--- src/rtl/skip_unit.sv ---
module skip_unit #(
  parameter int PC_W = 8,
  parameter int INSTR_BYTES = 2,
  localparam int INC_W = $clog2(3 * INSTR_BYTES + 1)
) (
  input  logic             clk,
  input  logic             rst_n,
  input  logic             start,
  input  logic [7:0]       cmd,
  input  logic [7:0]       arg,
  input  logic [7:0]       c0,
  input  logic [7:0]       c1,
  input  logic [7:0]       reg_val,
  input  logic [PC_W-1:0]  pc,
  output logic             done,
  output logic             pc_load,
  output logic             skip,
  output logic [INC_W-1:0] pc_inc,
  output logic [PC_W-1:0]  pc_next
);

  localparam logic [INC_W-1:0] INC_ONE  = INC_W'(INSTR_BYTES);
  localparam logic [INC_W-1:0] INC_SKIP = INC_W'(3 * INSTR_BYTES);

  logic             busy;
  logic [1:0]       cnt;
  logic             p_skip;
  logic [INC_W-1:0] p_inc;
  logic [PC_W-1:0]  p_next;
  logic             cond, take, acc;
  logic [1:0]       wait_n;
  logic [INC_W-1:0] inc;

  wire is_cmp = (cmd[6:3] == 4'b0100);
  wire is_jmp = (cmd[6:0] == 7'h28);
  wire is_nop = (cmd == 8'h00);
  wire sgn    = ~cmd[7];
  wire [8:0] a = {sgn & c0[7], c0};
  wire [8:0] b = {sgn & c1[7], c1};
  wire gt = $signed(a) > $signed(b);
  wire eq = (c0 == c1);

  always_comb begin
    case (cmd[2:0])
      3'd0: cond = 1'b0;
      3'd1: cond = gt;
      3'd2: cond = eq;
      3'd3: cond = gt | eq;
      3'd4: cond = ~gt & ~eq;
      3'd5: cond = ~eq;
      3'd6: cond = ~gt;
      default: cond = 1'b1;
    endcase
  end

  assign take   = is_cmp & cond;
  assign acc    = rst_n & start & ~busy & (is_cmp | is_jmp | is_nop);
  assign wait_n = is_jmp ? 2'd3 : (take ? 2'd2 : 2'd1);
  assign inc    = is_jmp ? '0 : (take ? INC_SKIP : INC_ONE);

  always_ff @(posedge clk) begin
    if (!rst_n) begin
      busy <= 1'b0; cnt <= '0;
      p_skip <= 1'b0; p_inc <= '0; p_next <= '0;
      done <= 1'b0; pc_load <= 1'b0;
      skip <= 1'b0; pc_inc <= '0; pc_next <= '0;
    end else begin
      done    <= 1'b0;
      pc_load <= 1'b0;
      if (busy) begin
        if (cnt == 2'd1) begin
          busy <= 1'b0;
          done <= 1'b1; pc_load <= 1'b1;
          skip <= p_skip; pc_inc <= p_inc; pc_next <= p_next;
        end
        cnt <= cnt - 2'd1;
      end else if (acc) begin
        busy   <= 1'b1;
        cnt    <= wait_n;
        p_skip <= take;
        p_inc  <= inc;
        p_next <= is_jmp ? PC_W'(cmd[7] ? arg : reg_val) : pc + PC_W'(inc);
      end
    end
  end


  done_pulse_chk: assert property (@(posedge clk) disable iff (!rst_n)
    done |=> !done);


  skip_inc_chk: assert property (@(posedge clk) disable iff (!rst_n)
    done && skip |-> pc_inc == INC_SKIP);


  never_chk: assert property (@(posedge clk) disable iff (!rst_n)
    $past(acc && cmd[6:0] == 7'h20) |=> done && !skip);


  always_chk: assert property (@(posedge clk) disable iff (!rst_n)
    $past(acc && cmd[6:0] == 7'h27, 2) |=> done && skip);


  jump_chk: assert property (@(posedge clk) disable iff (!rst_n)
    $past(acc && is_jmp, 3) |=> done && !skip && pc_inc == '0);

endmodule

--- config.mk ---
export PLATFORM = sky130hd
export DESIGN_NAME = skip_unit
export DESIGN_NICKNAME = d
export VERILOG_FILES = /design/src/rtl/skip_unit.sv
export SDC_FILE = /design/constraint.sdc
export NUM_CORES = 1
export LEC_CHECK = 0
export ABC_AREA = 1
export ABC_CLOCK_PERIOD_IN_PS = 4600
export CORE_MARGIN = 5
export CORE_UTILIZATION = 45
export CTS_BUF_LIST = sky130_fd_sc_hd__clkbuf_8
export CTS_CLUSTER_SIZE = 20
export DETAILED_ROUTE_END_ITERATION = 8
export PLACE_DENSITY = 0.82
export SYNTH_ARGS = -nofsm -noshare
export SYNTH_HDL_FRONTEND = slang
export SYNTH_SLANG_ARGS = --single-unit
--- constraint.sdc ---
create_clock -name clk -period 4.6 [get_ports clk]
set_input_delay 0.92 -clock clk [delete_from_list [all_inputs] [get_ports clk]]
set_output_delay 0.92 -clock clk [all_outputs]
set_load 0.01 [all_outputs]
==> results of run 1 <==
-- logic make-up (layout without fill, tap and decap cells) --
kind of cell               Yosys count  after routing
AOI/OAI and AO/OA                   48             48
xor gates and xnor gates             2              2
adders and majority gates           12             12
buffers and inverters               47            105
DFF                                 26             26
other                                1              1
and+or+nand+nor                    120            120
-- sequential cells by signal, indices dropped and copies added (netlist names) --
register / flops
skip: 1
p_skip: 1
p_next: 8
p_inc: 2
pc_inc: 2
busy: 1
pc_load: 1
cnt: 2
pc_next: 8
-- metal layers --
metal  global-route usage [%]  routed length (um)  up-vias  share of wire [%]
met5                        0                   0        -                  0
met4                     3.97                   0        0                  0
met3                     3.09                 319        0                7.5
met2                     31.4                2240       54                 53
met1                     17.2                1690      800                 40
li1                         -                   -      944                  -
-- synthesized netlist by cell type (all sizes together) --
| cell type | n | area, um^2 |
|---|---|---|
| a211oi | 4 | 40.0 |
| a21oi | 18 | 93.8 |
| a31oi | 2 | 18.8 |
| buf | 6 | 53.8 |
| clkbuf | 4 | 15.0 |
| clkinv | 3 | 12.5 |
| conb | 1 | 3.75 |
| dfxtp | 26 | 521 |
| fa | 1 | 20.0 |
| ha | 11 | 138 |
| inv | 34 | 128 |
| nand2 | 54 | 205 |
| nand3 | 9 | 45.0 |
| nand4 | 8 | 56.3 |
| nor2 | 42 | 158 |
| nor3 | 4 | 20.0 |
| nor4 | 1 | 6.26 |
| o211ai | 1 | 7.51 |
| o21ai | 20 | 104 |
| o22ai | 1 | 6.26 |
| o31ai | 1 | 7.51 |
| o41ai | 1 | 8.76 |
| or2 | 2 | 12.5 |
| xor2 | 2 | 17.5 |
-- worst max-delay path by stage --
stage                       from                      to  slack, ps  depth (start not counted)
final                     cmd[7]  p_next[3]$_SDFFE_PN0P_        670                         20
after detailed placement  cmd[7]  p_next[5]$_SDFFE_PN0P_        380                         22
after floorplan           cmd[7]  p_next[3]$_SDFFE_PN0P_       1120                         18
after global placement    cmd[7]  p_next[3]$_SDFFE_PN0P_        480                         18
after CTS                 cmd[7]  p_next[5]$_SDFFE_PN0P_        670                         22
after global routing      cmd[7]  p_next[5]$_SDFFE_PN0P_        290                         20
-- power breakdown --
part | switching (mW) | internal [mW] | total (mW)
sequential | 0.00161 | 0.227 | 0.229
clock | 0.0686 | 0.116 | 0.185
combinational | 0.0520 | 0.0613 | 0.113
total | 0.122 | 0.405 | 0.527
-- area by class of cell --
cell class,count,area [um^2]
Clock buffer,3,41.3
Clock inverter,1,30.0
Fill cell,339,1260
Inverter,37,140
Multi-Input combinational cell,183,968
Sequential cell,26,520
Tap cell,48,60.1
Timing Repair Buffer,64,638
-- stage by stage --
step,power (mW),worst slack (ps),instances,util (%)
finish,0.527,669,362,65.5
global route,0.553,293,362,65.5
CTS,0.529,666,362,65.5
detailed placement,0.347,379,358,63.6
global placement,0.344,482,358,63.6
floorplan,0.289,1120,256,-
-- worst min-delay path: cells and delay by family (launching register included) --
kind	cells	cell delay [ps]
and+or+nand+nor	1	60
DFF	1	320
AOI/OAI and AO/OA	1	50
==> run summary, run 1 <==
The flow ran to the end, and the final reports show no timing, DRC or antenna violations. The pin slew with the least headroom to its limit came out at 591 ps. The arrival time reported for the critical path endpoint came out at 4080 ps. Among all stages on the critical path, the largest delay is contributed by clkdlybuf4s50_1. Before antenna repair, the detailed router went through 4 iterations. The first-iteration detailed-routing DRC count is 154. The number of hold violations in the final report came out at 0.

The die is 71.4 um wide. The post-cts gate resize count is 0. The max-slew headroom at the worst pin came out at 60.5%. The end point of the most critical hold path is p_inc[2]$_SDFFE_PN0P_. Dividing the detail-routed wire length by the instance count gives 11.7 um. The final critical path time including I/O delays and setup is 3930 ps. The diode insertion count for antenna repair came out at 0.

The quantity of I/O buffers inserted on ports came out at 63. The peak supply drop is 0.000104 V. The tool flagged a number of max-cap violations equal to 0.

In this run the cell area measured after placement is 2330 um^2. Derived from the worst setup path, the maximum achievable clock frequency is 0.254 GHz. The overall via count from detail_route came out at 1798. The maximum number of pins on one net before global-route repair came out at 20.

The number of slew-limit violations in the final report came out at 0. TritonCTS built the clock tree. The largest delay contributor family on the critical path is simple AND/OR/NAND/NOR gates. The number of cells on the worst reg-to-reg path is 8. The worst hold path belongs to the class reg2reg.

The core outline area came out at 3660 um^2. Clock tree synthesis selected as its root buffer the cell clkbuf_8. The top-level I/O count came out at 65. The clock insertion delay at the later pin of the skew report is 260 ps. For this run, design rule violations remaining after detail routing come to 0. The cell repeated most along the worst path is nand2_1. In this run, CTS created clock tree buffers numbering 3.

In this run the static leakage power is 1.08 nW. Walking the worst path, the cells encountered are clkdlybuf4s50_1 -> clkinv_1 -> nand2_1 -> ha_1 -> nand2_1 -> inv_1 -> a21oi_1 -> nand3_1 -> nand2_1 -> nand2_1 -> nand2_1 -> nand2_1 -> nor2_1 -> nand2_1 -> nand2_1 -> inv_1 -> fa_1 -> or2_2 -> a31oi_1 -> a211oi_2. The worst-case clock buffer depth came out at 2. The largest fanout on the critical path came out at 10. The post-synthesis cell area is 1700 um^2.

The synthesized area per cell came out at 6.63 um^2. STA classifies the critical path startpoint as a primary input. The average via count per standard cell is 4.97. The post-synthesis compound-gate area fraction came out at 16.9%. Setup repair after global routing left no endpoint under its margin. The library cell used most frequently in the layout, excluding fill and tap cells, is clkdlybuf4s50_1. Clock-pin slew was measured on the worst setup and hold paths at 90 ps. The fraction of final layout cells sized beyond drive strength 1 came out at 5.73%. Across the routed clock network, the largest skew measured is 3.42 ps. The total nets after synthesis came out at 319.

The net total in the final layout came out at 378. The post-route fraction of the period consumed by the critical path is 85.5%. Of the post-synthesis cell area, the part taken by muxes is 0%. The area growth from synthesis to layout came out at 41.3%.

The count of hold buffers inserted by post-cts repair is 0. The worst hold path cell count is 2. The initial antenna violation count came out at 0. The final setup TNS is 0 ps. The critical path capture point type is a flop. By area, the combinational part of the netlist is dominated by simple AND/OR/NAND/NOR gates. The start point of the worst min-delay path is p_inc[2]$_SDFFE_PN0P_. Dividing total power by cell area gives a power density of 220 nW/um^2. The aggregate global-route resource usage came out at 16.0%. The area share of and/or/nand/nor cells after synthesis is 29.6%.

The effective utilization at floorplan came out at 46.4%. The worst path required time came out at 4750 ps. Summing the sequential cell areas from Yosys gives 30.7% of the chip area. The placement row count came out at 22.

The placer congestion estimate came out at 0.830. The beginning of the worst register-to-register path is busy$_SDFF_PN0_. The gate count of the mapped netlist is 256. The number of warning messages in the yosys log came out at 0. The tightest hold margin is 469 ps.

The area of the die is 5100 um^2. Setup slack on the worst reg-to-reg path comes out at 2940 ps. The count of different cell masters after synthesis came out at 35. The total wire length is 4.25 mm. Setup violations remaining at the end of the flow were counted as 0.

The number of global-route vias before repair came out at 1685. The largest stage delay on the critical path is 670 ps. Once layout is done, the placed cells without fillers occupy 2400 um^2.

The number of buffers and inverters on the critical path is 4. The number of setup buffers added after CTS is 0. For this run the aggregate overflow at the end of global routing stands at 0. The height of the die is 71.4 um. After Yosys synthesis, XOR and XNOR cells account for 1.03% of the synthesized area. The wire length of the first global-routing pass is 6.82 mm. The H-tree level count came out at 1.

In this run the remaining antenna-violating nets after routing total 0. The top cell types in the final layout, fill and taps aside, are clkdlybuf4s50_1 (63), nand2_1 (53), nor2_1 (42). The kind of critical path is in2reg. Detailed placement ended at an HPWL of 3.45 mm. The arithmetic-cell share of the synthesized area counting full adders, half adders and majority gates is 9.29%. The flip-flop and latch count after synthesis came out at 26. The worst register-to-register path ends at cnt[0]$_SDFFE_PN0P_. The count of clock tree sinks is 26.
(Power assumes the default switching activity.)
==> run 2, diff against run 1 <==
--- a/config.mk
+++ b/config.mk
@@ -6,7 +6,6 @@
 export NUM_CORES = 1
 export LEC_CHECK = 0
 export ABC_AREA = 1
-export ABC_CLOCK_PERIOD_IN_PS = 4600
 export CORE_MARGIN = 5
 export CORE_UTILIZATION = 45
 export CTS_BUF_LIST = sky130_fd_sc_hd__clkbuf_8
==> results of run 2 <==
Same layout as run 1: the final DEF is identical, and so are final timing and power.
==> run 3, diff against run 2 <==
--- a/config.mk
+++ b/config.mk
@@ -6,10 +6,10 @@
 export NUM_CORES = 1
 export LEC_CHECK = 0
 export ABC_AREA = 1
+export CORE_ASPECT_RATIO = 0.8
 export CORE_MARGIN = 5
 export CORE_UTILIZATION = 45
 export CTS_BUF_LIST = sky130_fd_sc_hd__clkbuf_8
-export CTS_CLUSTER_SIZE = 20
 export DETAILED_ROUTE_END_ITERATION = 8
 export PLACE_DENSITY = 0.82
 export SYNTH_ARGS = -nofsm -noshare
==> run 3 against run 2 <==
Net effect:
- clock power hardly changed
- maximum frequency shrank 0.35%
- sequential cell count stayed put
- worst setup slack lost 14 ps
- cell area is 0.10% higher
- via count grew 1.0%
- non-clock buffer count grew 1
- power hardly changed
- sequential power hardly changed
- critical endpoint is now p_next[5]$_SDFFE_PN0P_
==> run summary, run 3 (synthesis gave the netlist of run 1 again) <==
Walking the worst path, the cells encountered are clkdlybuf4s50_1 -> clkinv_1 -> nand2_1 -> ha_1 -> nand2_1 -> inv_1 -> a21oi_1 -> nand3_1 -> nand2_1 -> nand2_1 -> nand2_1 -> nand2_1 -> nor2_1 -> nand2_1 -> nand2_1 -> inv_1 -> fa_1 -> nand2_1 -> nor2_1 -> xor2_1 -> o21ai_0 -> a211oi_2. The tightest min-delay check is of the reg2reg type. The total wire length is 4.42 mm (+4.0%).

The maximum number of pins on one net before global-route repair was 20 (unchanged). The average via count per standard cell came out at 5.06 (+1.8%). The final setup TNS is 0 ps (unchanged).

The critical path in this run is classified as in2reg. The library cell used most frequently in the layout, excluding fill and tap cells, is clkdlybuf4s50_1. The area of the multi-input gates came out at 968 um^2 (unchanged).

The diode insertion count for antenna repair is 0 (unchanged). The effective utilization at floorplan is 45.5% (-0.84 points). The placement row count is 20 (-9.1%). The first-iteration detailed-routing DRC count is 66 (-57%). The power spent charging and discharging nets is 0.122 mW (-0.48%). The max-slew headroom at the worst pin is 63.9% (+3.4 points). The largest registers in the layout are p_next (8), pc_next (8). The worst clock skew on the final layout is 7.16 ps (+3.74 ps).

The overall via count from detail_route came to 1816 (+1.0%). The worst setup path is captured at a flop. The register share of total power came out at 43.4% (about the same). On the critical path, the stage with the largest delay is an instance of clkdlybuf4s50_1.

By instance count, the cell type seen most on the critical path is nand2_1. The first-pass detailed-route iteration total came out at 4 (unchanged). The met1 demand-to-capacity share in global routing is 22.7% (+5.5 points). The top cell types in the final layout, fill and taps aside, are clkdlybuf4s50_1 (63), nand2_1 (53), nor2_1 (42). The worst-case clock buffer depth came out at 2 (unchanged).

The area after detailed placement came out at 2330 um^2 (+0.11%). The tightest hold margin came out at 482 ps (+13.8 ps). met2 is the most crowded layer.

The post-cts gate resize count is 0 (unchanged). The met3 global-route usage came out at 4.44% (+1.4 points). The sequential cell area came out at 520 um^2 (unchanged). The relative contribution of combinational cells to total power is 21.4% (about the same). The count of clock tree sinks came to 26 (unchanged). The clock share of power came out at 35.2% (about the same). The arrival time reported for the critical path endpoint came out at 4110 ps (+30 ps). The max-capacitance violation count is 0 (unchanged). The flow ran to the end, and the final reports show no timing, DRC or antenna violations. The quantity of I/O buffers inserted on ports is 63 (unchanged).

The root buffer cell chosen for the clock tree is clkbuf_8. The global-route met2 utilization was 30.3% (-1.1 points). The power density over the cells came out at 220 nW/um^2 (about the same). The remaining antenna violation count came out at 0 (unchanged). The top-level I/O count is 65 (unchanged). The placer congestion estimate was 0.761 (-8.3%). The area of the die came out at 5110 um^2 (+0.15%). Among cell families on the critical path, the largest total delay comes from simple AND/OR/NAND/NOR gates. The kind of start point of the critical path is a primary input. The number of setup buffers added after CTS came to 0 (unchanged). The final non-filler cell area is 2400 um^2 (+0.10%). The filler cell count is 330 (-2.7%).

The worst path required time is 4760 ps (about the same). The number of clock buffers inserted by TritonCTS is 3 (unchanged). The overflow left after global routing is 0 (unchanged). The switching share of total power is 23.1% (-0.11 points). The post-route fraction of the period consumed by the critical path is 85.8% (+0.30 points). The clock insertion delay at the later pin of the skew report is 270 ps (about the same). The number of hold violations in the final report was 0 (unchanged). The aggregate global-route resource usage is 17.8% (+1.9 points). The half-perimeter wire length after detailed placement is 3.53 mm (+2.4%). The initial antenna violation count came out at 0 (unchanged). The height of the die is 64.9 um (-9.1%). The detailed-route DRC error count came out at 0 (unchanged).

The final standard cell utilization of the core is 64.4% (-1.1 points). The maximum clock frequency is 0.253 GHz (-0.35%). The H-tree level count came out at 1 (unchanged). The cell leakage power is 1.09 nW (+0.44%). The largest stage delay on the critical path came out at 650 ps (-20 ps).

The pin slew with the least headroom to its limit came out at 537 ps (-53.6 ps). The clock transition time at the flip-flop clock pins of the worst setup and hold paths was 90 ps (about the same). The peak supply drop came out at 0.000147 V (+41%). The average wire per cell in the routed design is 12.3 um (+4.9%). The buffer and inverter count on the worst path came to 4 (unchanged). The largest fanout on the critical path came out at 10 (unchanged).

Setup repair after global routing left no endpoint under its margin. The number of slew-limit violations in the final report is 0 (unchanged). The net total in the final layout came out at 379 (+0.26%). The fraction of final layout cells sized beyond drive strength 1 came out at 6.03% (+0.30 points). The final critical path time including I/O delays and setup came out at 3940 ps (+13.7 ps). The CTS tree is yes. The wire length of the first global-routing pass came out at 7.33 mm (+7.4%). The chip width is 78.7 um (+10%).

The area growth from synthesis to layout came out at 41.4%. The count of hold buffers inserted by post-cts repair is 0 (unchanged). The internal power came out at 0.406 mW (+0.15%).

The core outline area came out at 3730 um^2 (+1.8%). The total power came out at 0.527 mW (about the same). The number of global-route vias before repair is 1692 (+0.42%). The setup violation total in the final timing report is 0 (unchanged).
-- run 3: layout make-up --
cell class / instances / share of cell area (%)
timing repair buffer: 65 / 26.9
clock buffer: 3 / 1.72
clock inverter: 1 / 1.25
sequential: 26 / 21.7
multi-input combinational: 183 / 40.3
inverter: 37 / 5.84
tap: 44 / 2.29
-- run 3: path summary, 6_finish.rpt --
kind | startpoint | end | slack [ps] | cells past startpoint
setup / recovery | cmd[7] | p_next[5]$_SDFFE_PN0P_ | 660 | 22
hold / removal | p_inc[1]$_SDFFE_PN0P_ | p_inc[1]$_SDFFE_PN0P_ | 480 | 2
hold reg to reg | p_inc[1]$_SDFFE_PN0P_ | p_inc[1]$_SDFFE_PN0P_ | 480 | 2
setup reg to reg | busy$_SDFF_PN0_ | cnt[0]$_SDFFE_PN0P_ | 2990 | 8
-- run 3: worst min-delay path: stages, from the launching register on --
cell and delay (ps):
dfxtp_1 330, nor2_1 50, nor2_1 80
-- run 3: per-layer routing --
metal	vias up	wire length [um]
li1	946	-
met4	0	56
met5	-	0
met1	817	1960
met2	47	2120
met3	6	282
-- run 3: power by group through the flow --
| stage | sequential, mW | clock [mW] | combinational, mW |
|---|---|---|---|
| after floorplan | 0.234 | 0 | 0.0555 |
| after global placement | 0.234 | 0 | 0.110 |
| after detailed placement | 0.234 | 0 | 0.112 |
| after CTS | 0.229 | 0.188 | 0.113 |
| after global routing | 0.229 | 0.200 | 0.127 |
| final | 0.229 | 0.185 | 0.113 |
-- run 3: stage by stage --
| step | cells | worst slack (ps) |
|---|---|---|
| 4_1_cts | 359 | 664 |
| 6_report | 359 | 655 |
| 3_3_place_gp | 355 | 466 |
| 2_1_floorplan | 256 | 1120 |
| 5_1_grt | 359 | 381 |
| 3_5_place_dp | 355 | 365 |
